==> config.mk <==
export PLATFORM = sky130hd
export DESIGN_NAME = sriov_cap_regs
export DESIGN_NICKNAME = d
export VERILOG_FILES = /design/src/rtl/sriov_pkg.sv /design/src/rtl/sriov_ctl.sv /design/src/rtl/sriov_dp.sv /design/src/rtl/sriov_cap_regs.sv
export SDC_FILE = /design/constraint.sdc
export NUM_CORES = 1
export LEC_CHECK = 0
export ABC_AREA = 1
export BUFFER_PORTS_ARGS = -buffer_cell sky130_fd_sc_hd__buf_2
export CORE_ASPECT_RATIO = 1.4
export CORE_MARGIN = 2
export CORE_UTILIZATION = 52
export CTS_CLUSTER_DIAMETER = 50
export DETAILED_ROUTE_END_ITERATION = 16
export GPL_TIMING_DRIVEN = 0
export MAX_ROUTING_LAYER = met4
export PLACE_DENSITY = 0.85
export SLEW_MARGIN = 15
export SYNTH_ARGS = -nofsm -noshare
export SYNTH_HDL_FRONTEND = slang
export SYNTH_SLANG_ARGS = --single-unit
==> constraint.sdc <==
create_clock -name clk -period 6.4 [get_ports clk]
set_input_delay 1.28 -clock clk [delete_from_list [all_inputs] [get_ports clk]]
set_output_delay 1.28 -clock clk [all_outputs]
set_load 0.02 [all_outputs]
==> src/rtl/sriov_pkg.sv <==
package sriov_pkg;
  localparam int CAP_DWORDS = 16;
  localparam int OFF_W = 4;
  localparam logic [OFF_W-1:0] OFF_HDR = 4'd0;
  localparam logic [OFF_W-1:0] OFF_CTRL = 4'd2;
  localparam logic [OFF_W-1:0] OFF_VFCNT = 4'd3;
  localparam logic [OFF_W-1:0] OFF_NUM = 4'd4;
  localparam logic [OFF_W-1:0] OFF_ROUTE = 4'd5;
  localparam logic [OFF_W-1:0] OFF_DEVID = 4'd6;
  localparam logic [OFF_W-1:0] OFF_SUPPG = 4'd7;
  localparam logic [OFF_W-1:0] OFF_SYSPG = 4'd8;
  localparam logic [15:0] CTRL_WMASK = 16'h0019;
  localparam logic [31:0] BASE_PGSIZE = 32'h0000_0553;

  typedef struct packed {
    logic hit;
    logic [OFF_W-1:0] off;
    logic ctrlWr;
    logic [1:0] numWr;
    logic [3:0] pgWr;
  } regStrobe_t;
endpackage

==> src/rtl/sriov_ctl.sv <==
module sriov_ctl
  import sriov_pkg::*;
(
  input  logic [9:0] capBase,
  input  logic [9:0] cfgDwAddr,
  input  logic       cfgWrEn,
  input  logic [3:0] cfgByteEn,
  output regStrobe_t stb
);
  logic [9:0] relAddr;
  logic inWindow;

  always_comb begin
    relAddr = cfgDwAddr - capBase;
    inWindow = (cfgDwAddr >= capBase) && (relAddr < 10'(CAP_DWORDS));
    stb = '0;
    stb.hit = inWindow;
    stb.off = relAddr[OFF_W-1:0];
    if (inWindow && cfgWrEn) begin
      stb.ctrlWr = (relAddr[OFF_W-1:0] == OFF_CTRL) && cfgByteEn[0];
      if (relAddr[OFF_W-1:0] == OFF_NUM) stb.numWr = cfgByteEn[1:0];
      if (relAddr[OFF_W-1:0] == OFF_SYSPG) stb.pgWr = cfgByteEn;
    end
  end
endmodule

==> src/rtl/sriov_dp.sv <==
module sriov_dp
  import sriov_pkg::*;
#(
  parameter int TOTAL_VFS = 8,
  parameter int INITIAL_VFS = 8,
  parameter logic [15:0] VF_OFFSET = 16'd1,
  parameter logic [15:0] VF_STRIDE = 16'd1,
  parameter logic [15:0] VF_DEVICE_ID = 16'h10ca,
  parameter logic [11:0] NEXT_PTR = 12'h000,
  parameter logic [31:0] OPT_PGSIZE = 32'h0
) (
  input  logic                 clk,
  input  logic                 rst_n,
  input  regStrobe_t           stb,
  input  logic [31:0]          cfgWrData,
  output logic [31:0]          cfgRdData,
  output logic [TOTAL_VFS-1:0] vfEnable,
  output logic [15:0]          enabledVfCount
);
  localparam logic [31:0] SUP_PGSIZE = BASE_PGSIZE | OPT_PGSIZE;
  localparam logic [15:0] TOTAL_W = 16'(TOTAL_VFS);
  localparam logic [15:0] INIT_W = 16'(INITIAL_VFS);

  logic [15:0] ctrlReg;
  logic [15:0] numVfs;
  logic [31:0] sysPg;
  logic enGo, disGo;

  assign enGo = stb.ctrlWr && cfgWrData[0] && (numVfs <= TOTAL_W);
  assign disGo = stb.ctrlWr && !cfgWrData[0];

  always_ff @(posedge clk) begin
    if (!rst_n) begin
      ctrlReg <= '0;
    end else if (stb.ctrlWr) begin
      ctrlReg[7:0] <= cfgWrData[7:0] & CTRL_WMASK[7:0];
    end
  end

  always_ff @(posedge clk) begin
    if (!rst_n) begin
      numVfs <= '0;
    end else begin
      if (stb.numWr[0]) numVfs[7:0] <= cfgWrData[7:0];
      if (stb.numWr[1]) numVfs[15:8] <= cfgWrData[15:8];
    end
  end

  for (genvar b = 0; b < 4; b++) begin : g_pgByte
    always_ff @(posedge clk) begin
      if (!rst_n) begin
        sysPg[8*b +: 8] <= (b == 0) ? 8'h01 : 8'h00;
      end else if (stb.pgWr[b]) begin
        sysPg[8*b +: 8] <= (cfgWrData[8*b +: 8] & SUP_PGSIZE[8*b +: 8])
                         | (sysPg[8*b +: 8] & ~SUP_PGSIZE[8*b +: 8]);
      end
    end
  end

  for (genvar i = 0; i < TOTAL_VFS; i++) begin : g_vf
    always_ff @(posedge clk) begin
      if (!rst_n) begin
        vfEnable[i] <= 1'b0;
      end else if (enGo) begin
        vfEnable[i] <= (16'(i) < numVfs);
      end else if (disGo) begin
        vfEnable[i] <= 1'b0;
      end
    end
  end

  always_ff @(posedge clk) begin
    if (!rst_n) begin
      enabledVfCount <= '0;
    end else if (enGo) begin
      enabledVfCount <= numVfs;
    end else if (disGo) begin
      enabledVfCount <= '0;
    end
  end

  always_comb begin
    cfgRdData = '0;
    if (stb.hit) begin
      unique case (stb.off)
        OFF_HDR:   cfgRdData = {NEXT_PTR, 4'h1, 16'h0010};
        OFF_CTRL:  cfgRdData = {16'h0, ctrlReg};
        OFF_VFCNT: cfgRdData = {TOTAL_W, INIT_W};
        OFF_NUM:   cfgRdData = {16'h0, numVfs};
        OFF_ROUTE: cfgRdData = {VF_STRIDE, VF_OFFSET};
        OFF_DEVID: cfgRdData = {VF_DEVICE_ID, 16'h0};
        OFF_SUPPG: cfgRdData = SUP_PGSIZE;
        OFF_SYSPG: cfgRdData = sysPg;
        default:   cfgRdData = '0;
      endcase
    end
  end
endmodule

==> src/rtl/sriov_cap_regs.sv <==
module sriov_cap_regs
  import sriov_pkg::*;
#(
  parameter int TOTAL_VFS = 8,
  parameter int INITIAL_VFS = 8,
  parameter logic [15:0] VF_OFFSET = 16'd1,
  parameter logic [15:0] VF_STRIDE = 16'd1,
  parameter logic [15:0] VF_DEVICE_ID = 16'h10ca,
  parameter logic [11:0] NEXT_PTR = 12'h000,
  parameter logic [31:0] OPT_PGSIZE = 32'h0
) (
  input  logic                 clk,
  input  logic                 rst_n,
  input  logic [9:0]           capBase,
  input  logic [9:0]           cfgDwAddr,
  input  logic                 cfgWrEn,
  input  logic [3:0]           cfgByteEn,
  input  logic [31:0]          cfgWrData,
  output logic [31:0]          cfgRdData,
  output logic [TOTAL_VFS-1:0] vfEnable,
  output logic [15:0]          enabledVfCount
);
  regStrobe_t stb;

  sriov_ctl u_ctl (
    .capBase(capBase),
    .cfgDwAddr(cfgDwAddr),
    .cfgWrEn(cfgWrEn),
    .cfgByteEn(cfgByteEn),
    .stb(stb)
  );

  sriov_dp #(
    .TOTAL_VFS(TOTAL_VFS),
    .INITIAL_VFS(INITIAL_VFS),
    .VF_OFFSET(VF_OFFSET),
    .VF_STRIDE(VF_STRIDE),
    .VF_DEVICE_ID(VF_DEVICE_ID),
    .NEXT_PTR(NEXT_PTR),
    .OPT_PGSIZE(OPT_PGSIZE)
  ) u_dp (
    .clk(clk),
    .rst_n(rst_n),
    .stb(stb),
    .cfgWrData(cfgWrData),
    .cfgRdData(cfgRdData),
    .vfEnable(vfEnable),
    .enabledVfCount(enabledVfCount)
  );
endmodule

# [Word-level counts from Yosys, hierarchy flattened]
# Index checks and enable logic that the tools add are counted.
# W data, S select, Z words.
[totals] elab_cells=60 inputBits=59 output_inout_bits=56 reg_bits=59
[op_classes] addsub=1 muxes=16 n_lt_le_gt_ge=11 n_reduce_logical=9 bitwise=2 n_eq_ne=7
[ops] cell="$pmux W29 S8" count=1
[ops] cell="$lt A3 B16 Y1 const A" count=4
[ops] cell="$lt A1 B16 Y1 const A" count=2
[ops] cell="$lt A2 B16 Y1 const A" count=2
[ops] cell="$mux W16" count=2
[ops] cell="$mux W32" count=1
[ops] cell="$eq A4 B3 Y1 const B" count=4
[ops] cell="$le A16 B4 Y1 const B" count=1
[ops] cell="$ge A10 B10 Y1" count=1
[ops] cell="$lt A10 B5 Y1 const B" count=1
[ops] cell="$sub A10 B10 Y10" count=1
[ops] cell="$mux W1" count=9
[ops] cell="$eq A4 B2 Y1 const B" count=2
[ops] cell="$or A3 B8 Y8" count=1
[ops] cell="$or A7 B8 Y8" count=1
[ops] cell="$mux W7" count=1
[ops] cell="$logic_and A1 B1 Y1" count=6
[ops] cell="$eq A4 B4 Y1 const B" count=1
[ops] cell="$logic_not A4 Y1" count=1
[ops] cell="$mux W4" count=1
[ops] cell="$mux W2" count=1
[ops] cell="$reduce_bool A2 Y1" count=1
[ops] cell="$logic_not A1 Y1" count=1

# [Logic depth before layout (Yosys ltp)]
# Gate-level depths: netlist (run 1).
[logic_depth] depth_word=8 ltp_mapped=16 depth_no_buf=16

# [Modules after synthesis]
# A second synthesis (run 1) with hierarchy kept.
[unflattened] hier_cells=479 area_unflattened_um2=3194.3
[by_module_without_submodules] module="sriov_dp" cells_each=329 area_per_inst_um2=2442.3 instances=1 seq_area_each_um2=980.9
[by_module_without_submodules] module="sriov_ctl" cells_each=150 area_per_inst_um2=752.0 instances=1 seq_area_each_um2=0.0

# [Least setup slack after synthesis (run 1)]
# OpenSTA, ideal clock, no wires.
[synth_timing] path_kind="input-to-output" start="input cfgDwAddr[0]" end="output cfgRdData[14]" required_time_ns=5.120 setup_slack_ns=1.633 t_arrival_ns=3.487 path_stages=10 n_path_buf=1 cell_sequence="inv_1 > ha_1 > fa_1 > or2_2 > nand2_1 > inv_1 > nor3_4 > buf_4 > inv_1 > nor3_1"
[synth_via] elab_chain_cells=4 elab_cells_between_ends=14
[synth_rtl] item="start, declared" line_no="sriov_cap_regs.sv:15" text="input logic [9:0] cfgDwAddr,"
[synth_rtl] item="$sub A10 B10 Y10" line_no="sriov_ctl.sv:14" text="relAddr = cfgDwAddr - capBase;"
[synth_rtl] item="$lt A10 B5 Y1 (tied with other cells)" line_no="sriov_ctl.sv:15" text="inWindow = (cfgDwAddr >= capBase) && (relAddr < 10'(CAP_DWORDS));"
[synth_rtl] item="$logic_and A1 B1 Y1 or $pmux W29 S8 (tied branches)" line_no="sriov_ctl.sv:15, sriov_dp.sv:85"
[synth_rtl] item="$mux W32 (*)" line_no="sriov_dp.sv:84" text="if (stb.hit) begin"
[synth_rtl] item="end, declared" line_no="sriov_cap_regs.sv:19" text="output logic [31:0] cfgRdData,"
# Mark *: on every way between the ends. The rest lies on a longest branch, timed or not.

# [Worst setup path after layout (run 1)]
[layout_timing] start="input capBase[0]" end="output cfgRdData[2]"
[layout_via] elab_chain_cells=4 elab_cells_between_ends=14
[layout_rtl] item="start, declared" line_no="sriov_cap_regs.sv:14" text="input logic [9:0] capBase,"
[layout_rtl] item="$sub A10 B10 Y10" line_no="sriov_ctl.sv:14"
[layout_rtl] item="$lt A10 B5 Y1 (tied with other cells)" line_no="sriov_ctl.sv:15"
[layout_rtl] item="$logic_and A1 B1 Y1 or $pmux W29 S8 (tied branches)" line_no="sriov_ctl.sv:15, sriov_dp.sv:85"
[layout_rtl] item="$mux W32 (*)" line_no="sriov_dp.sv:84"
# Marked as above.

==> impl_metrics.toml, run 1 <==
[placed_design]
dpl.hpwl_um = 5740
dp_cells = 580
portBuffers = 86
placed_area_mm2 = 0.00340
gp_congestion = 0.870

[synth]
synth_xor_area_share_pct = 0.569
synthSimpleGateAreaFrac_pct = 35.9
ys_warn_count = 0
ys_async_sr_fraction_pct = 0
synth_adder_area_share_pct = 5.08
yosysUniqueCellTypes = 39
ys_ff_latch = 49
synthMuxAreaShare_pct = 0
synth_compound_area_share_pct = 12.0
ys.flop_type = "dfxtp_1"
ys_seq_area_share_pct = 34.3
syn_inst = 419
synth_edf_count = 0
synth_area_per_cell_um2 = 6.82
synth_top_family_by_area = "simple AND/OR/NAND/NOR gates"
syn_area_mm2 = 0.00286

[routing]
first_iter_violations = 126
remaining_drc_errors = 0
drt-total-wl_um = 7140
first_pass_iters = 4
viasPerCell = 5.17
wl_per_cell_um = 12.1
ant_nets = 0
vias = 3038

[hold_path]
hold_path_class = "register to register"
min_to = "u_dp.enabledVfCount[12]$_SDFFE_PN0P_"
hold_start = "u_dp.enabledVfCount[12]$_SDFFE_PN0P_"
whs_path_depth = 2

[timing]
finalHoldViolCount = 0
relSlewSlack_pct = 35.9
finalCritPeriodShare_pct = 79.1
layout_min_cycle_time_ns = 5.06
skew_ns = 0.0106
tns_ns = 0
finalSetupViolCount = 0
worstMarginPinSlew_ns = 0.953
hold_slack_ns = 0.443
fmax_mhz = 198
slew_violations = 0
rsz0062_at_grt = "no"

[clock_network]
cts_sinks = 49
cts_resized = 0
cts_buffer_depth = 2
cts_buffers = 5
ctsRootBufferMaster = "clkbuf_8"
htree_levels = 2
ctsHoldBuffers = 0
insertion_delay_ns = 0.30
cts_tree = "built"
post_cts_buffers = 0
cts.clk_slew.worst_paths_ns = 0.09

[die]
dieArea_mm2 = 0.00611
coreArea_mm2 = 0.00524
ios = 115
fp-row-count = 31
initial_core_util_pct = 54.6
die_h_um = 91.7
die_w_um = 66.6

[power_and_ir_drop]
peakVddDrop_v = 0.000191
pwr-share-comb_pct = 18.9
sw_frac_of_total_pct = 28.9
p_per_area_mw_per_mm2 = 174
p_sw_w = 0.000177
cellLeakagePower_nw = 1.73
power_frac_seq_pct = 49.9
finalPower_w = 0.000611
clkPwrFrac_pct = 31.2
power.internal_w = 0.000434

[global_route]
grt_pass1_vias = 2839
grt-ovfl-total = 0
grt_pass1_wl_um = 12000
track_usage_pct = 25.0
antenna_found_initial = 0
grt_max_degree = 16

[final_layout]
fin_area_mm2 = 0.00350
final_cells = 588
area_growth_pct = 22.5
drive_gt1_share_pct = 25.5
antennaDiodeCount = 0
nets = 591

[critical_path]
worstReg2RegEnd = "u_dp.enabledVfCount[14]$_SDFFE_PN0P_"
crit_path_start_kind = "primary input"
reg2reg_from = "u_dp.numVfs[1]$_SDFFE_PN0P_"
ff2ff_setup_slack_ns = 4.29
criticalPathCategory = "primary input to primary output"
required_ns = 5.12
ff2ff_path_depth = 8
endpoint_kind = "primary output"
cp_max_fo = 10
cp.arrival_ns = 3.78

[outcome]
outcome = "completed"

[run]
max_cap_violations = 0
==> routing by layer <==
layer	vias up	wire length, µm	track usage (%)
li1	1551	-	-
met5	-	0	-
met3	11	367	4.42
met2	88	3660	44.2
met4	0	104	7.65
met1	1388	3010	28.0
==> how the worst max path moves through the flow <==
stage	start	to	slack (ns)
floorplan	cfgDwAddr[0]	cfgRdData[14]	1.63
detailed placement	capBase[0]	cfgRdData[2]	1.37
global route	cfgDwAddr[0]	cfgRdData[2]	1.14
global placement	capBase[0]	cfgRdData[2]	1.43
CTS	capBase[0]	cfgRdData[2]	1.35
finish	capBase[0]	cfgRdData[2]	1.34
==> cells by family (layout without fill, tap and decap cells) <==
kind of cell	count (synthesis)	count (layout)
flops	49	49
simple gates	226	226
compound gates	60	60
xor+xnor	1	1
other cells	1	10
buf+inv	71	165
fa+ha+maj	11	11
==> cells in the final DEF, fill, tap and decap left out, types with 10 or more instances in the layout <==
master	count
a21oi_1	21
buf_2	89
buf_4	14
conb_1	10
dfxtp_1	49
ha_1	10
inv_1	42
nand2_1	89
nand3_1	15
nand4_1	20
nor2_1	81
o21ai_0	25
==> area by class of cell <==
| cell class | count | area [µm²] |
|---|---|---|
| Buffer | 24 | 161 |
| Clock buffer | 6 | 82.6 |
| Clock inverter | 2 | 13.8 |
| Fill cell | 503 | 1740 |
| Inverter | 47 | 179 |
| Multi-Input combinational cell | 308 | 1570 |
| Sequential cell | 49 | 981 |
| Tap cell | 66 | 82.6 |
| Timing Repair Buffer | 86 | 430 |
==> per-stage QoR <==
step / util, % / setup slack (ns)
finish: 66.8 / 1.34
global route: 66.8 / 1.14
CTS: 66.8 / 1.35
detailed placement: 65.0 / 1.37
global placement: 65.0 / 1.43
floorplan: - / 1.63
==> synth_stat cells, drive strengths merged (2+ instances only) <==
| master | count | area (µm²) |
|---|---|---|
| nand2 | 90 | 340 |
| nor2 | 85 | 339 |
| dfxtp | 49 | 981 |
| inv | 44 | 165 |
| o21ai | 26 | 134 |
| a21oi | 21 | 105 |
| nand4 | 21 | 138 |
| nand3 | 20 | 140 |
| buf | 19 | 143 |
| ha | 10 | 125 |
| clkbuf | 5 | 18.8 |
| nor3 | 5 | 36.3 |
| a31oi | 3 | 18.8 |
| clkinv | 3 | 13.8 |
| o2111ai | 3 | 26.3 |
| or2 | 3 | 18.8 |
| a221oi | 2 | 17.5 |
| a41oi | 2 | 17.5 |
==> critical path, cell delays in order <==
cell	delay, ns
buf_2	0.10
ha_1	0.22
fa_1	0.43
or2_2	0.31
nand2_1	0.09
inv_1	0.11
nor3_4	0.43
buf_4	0.27
inv_1	0.09
nor3_1	0.24
buf_2	0.21
==> state kept, by name (all words and copies together) (netlist names) <==
register	cells
u_dp.ctrlReg	3
u_dp.sysPg	6
u_dp.numVfs	16
u_dp.enabledVfCount	16
u_dp.vfEnable	8
==> power groups by stage <==
| stage | sequential (W) | combinational [W] | clock [W] |
|---|---|---|---|
| global route | 0.000305 | 0.000130 | 0.000207 |
| detailed placement | 0.000312 | 0.000114 | 0 |
| global placement | 0.000312 | 0.000111 | 0 |
| floorplan | 0.000312 | 0.0000831 | 0 |
| CTS | 0.000305 | 0.000115 | 0.000196 |
| finish | 0.000305 | 0.000116 | 0.000190 |
No activity file was read; power rests on OpenSTA's default activity.
==> run 2, diff against run 1 <==
ABC_AREA = 0   (was 1)
CORE_UTILIZATION = 49   (was 52)
PLACE_DENSITY = 0.8   (was 0.85)
clock period = 4.7 ns   (was 6.4 ns; I/O delays follow)
==> run 2 against run 1 <==
Non-clock buffer count rose by 16. First-iteration DRC count rose by 11%. Routed wire length rose by 12%. Clock power rose by 39%. Combinational power rose by 89%. Cell count fell by 7.8%. Core utilization fell by 4.4 points. Sequential power rose by 36%. Critical path type unchanged. Highest routed layer unchanged.
==> impl_metrics.toml, run 2 <==
[die]
initial_core_util_pct = 50.5
die_h_um = 96.0
ios = 115
fp-row-count = 33
coreArea_mm2 = 0.00586
dieArea_mm2 = 0.00669
die_w_um = 69.7

[placed_design]
portBuffers = 86
pre_cts_ws_ns = -0.0624
dpl.hpwl_um = 6090
gp_congestion = 0.945

[final_layout]
top_regs = "u_dp.enabledVfCount: 16 flops, u_dp.numVfs: 16 flops, u_dp.vfEnable: 8 flops"
drive_gt1_share_pct = 26.7
nets = 541
final_cell_mix = "buf_2 (90), dfxtp_1 (49), nand2_1 (35)"
layout_commonest_cell = "buf_2"
multi_input_area_mm2 = 0.00172
register_area_um2 = 981
fillers = 556
area_growth_pct = 23.5
antennaDiodeCount = 0

[synth]
synth_area_per_cell_um2 = 8.12
syn_inst = 365
syn_area_mm2 = 0.00296
synth_top_area_share_pct = 33.1
ys_async_sr_fraction_pct = 0
yosysMostFrequentCell = "dfxtp_1"
yosysTopAreaCell = "dfxtp_1"
synth_area_leaders = "dfxtp_1 (33%), nand2_1 (4.4%), ha_1 (4.2%), inv_1 (3.9%), o31ai_1 (3.5%)"
yosysUniqueCellTypes = 59
synthTopCellsByCount = "dfxtp_1 (49), nand2_1 (35), inv_1 (31), nor2_1 (21), clkbuf_1 (18)"
ys.flop_type = "dfxtp_1"
ys_seq_area_share_pct = 33.1
ys_ff_latch = 49
synth_edf_count = 0
ys_warn_count = 0

[critical_path]
criticalPathCategory = "primary input to primary output"
critPathCapture = "cfgRdData[4]"
ff2ff_path_depth = 7
required_ns = 3.76
ff2ff_setup_slack_ns = 2.64
crit_start = "capBase[6]"
cp.arrival_ns = 3.60
worstReg2RegEnd = "u_dp.vfEnable[5]$_SDFFE_PN0P_"
endpoint_kind = "primary output"
cp_max_fo = 7
reg2reg_from = "u_dp.numVfs[8]$_SDFFE_PN0P_"
crit_path_start_kind = "primary input"

[global_route]
grt_pass1_wl_um = 13200
grt_pass1_vias = 2959
grt-ovfl-total = 0
track_usage_pct = 25.0
antenna_found_initial = 0
grt_max_degree = 18

[timing]
relSlewSlack_pct = 44.7
fmax_mhz = 220
layout_min_cycle_time_ns = 4.54
worstMarginPinSlew_ns = 0.823
finalHoldViolCount = 0
setup_ws_ns = 0.165
tns_ns = 0
slew_violations = 0
rsz0062_at_grt = "no"
hold_slack_ns = 0.474
skew_ns = 0.00595
finalCritPeriodShare_pct = 96.5
finalSetupViolCount = 0

[clock_network]
cts_buffer_depth = 2
cts.clk_slew.worst_paths_ns = 0.10
cts_tree = "built"
htree_levels = 2
cts_sinks = 49
insertion_delay_ns = 0.31
ctsRootBufferMaster = "clkbuf_8"
cts_buffers = 5

[routing]
drt-total-wl_um = 7980
ant_nets = 0
wl_met1_um = 3190
top_layer = "met4"
dr_wl_met2_um = 4100
wl_per_cell_um = 14.7
first_iter_violations = 140
first_pass_iters = 5
wl_met3_um = 385
vias = 3053
remaining_drc_errors = 0
viasPerCell = 5.63

[power_and_ir_drop]
p_per_area_mw_per_mm2 = 245
cellLeakagePower_nw = 1.71
finalPower_w = 0.000898
peakVddDrop_v = 0.000228

[run]
max_cap_violations = 0

[hold_path]
hold_path_class = "register to register"

[outcome]
outcome = "completed"
==> run 2: timing repair <==
action	CTS	global route
pin swaps	2	2
setup endpoints to repair	12	19
gates resized for setup	1	4
hold buffers	0	0
buffers inserted	3	1
==> run 2: how the worst min path moves through the flow <==
stage	end	cells after the start	slack, ns	startpoint
2_1_floorplan	u_dp.sysPg[10]$_SDFFE_PN0P_	2	0.44	u_dp.sysPg[10]$_SDFFE_PN0P_
3_3_place_gp	u_dp.sysPg[4]$_SDFFE_PN0P_	2	0.45	u_dp.sysPg[4]$_SDFFE_PN0P_
3_5_place_dp	u_dp.sysPg[1]$_SDFFE_PN0P_	2	0.46	u_dp.sysPg[1]$_SDFFE_PN0P_
4_1_cts	u_dp.sysPg[1]$_SDFFE_PN0P_	2	0.47	u_dp.sysPg[1]$_SDFFE_PN0P_
5_1_grt	u_dp.sysPg[8]$_SDFFE_PN0P_	2	0.49	u_dp.sysPg[8]$_SDFFE_PN0P_
6_report	u_dp.sysPg[1]$_SDFFE_PN0P_	2	0.47	u_dp.sysPg[1]$_SDFFE_PN0P_
==> run 2: power breakdown <==
part           internal [W]  switching, W  leakage, nW  total, W
logic             0.0000788      0.000141         1.27  0.000219
registers          0.000415  0.0000000395        0.394  0.000415
clock network      0.000108      0.000155       0.0423  0.000264
total              0.000602      0.000296         1.71  0.000898
==> run 2: layout make-up <==
cell class | count | share of cell area (%)
flip-flops and latches | 49 | 26.8
well taps | 70 | 2.39
inverters | 31 | 3.18
multi-input cells | 258 | 47.0
clock buffers | 5 | 1.88
plain buffers | 36 | 5.40
clock inverters | 3 | 0.718
repair buffers | 90 | 12.6
==> run 2: cells by family (layout without fill, tap and decap cells) <==
group / count (synthesis) / count (layout) / share of synthesized area, %
flops: 49 / 49 / 33.1
compound gates: 91 / 91 / 22.4
xor+xnor: 3 / 3 / 0.887
mux: 10 / 10 / 3.38
simple gates: 133 / 133 / 24.6
fa+ha+maj: 11 / 11 / 4.90
other cells: 1 / 10 / 0.127
buf+inv: 67 / 165 / 10.6
==> run 2: stage by stage <==
step	cell area [µm²]	util [%]	instances
final	3660	62.4	542
after CTS	3640	62.1	541
after global routing	3660	62.4	542
after floorplan	3000	-	374
after global placement	3510	59.9	530
after detailed placement	3510	59.9	530
==> run 2: critical path, stage by stage <==
cell       delay, ns
buf_2           0.09
inv_1           0.05
ha_2            0.30
o21a_1          0.21
or4_4           0.49
a2111oi_4       0.38
nand3b_4        0.12
or4_1           0.46
buf_2           0.18
a31oi_1         0.17
buf_2           0.20
==> run 2: per-layer routing <==
layer	track usage, %	vias to the layer above
met2	44.4	99
li1	-	1519
met3	4.29	25
met4	13.8	0
met5	-	-
met1	26.7	1410
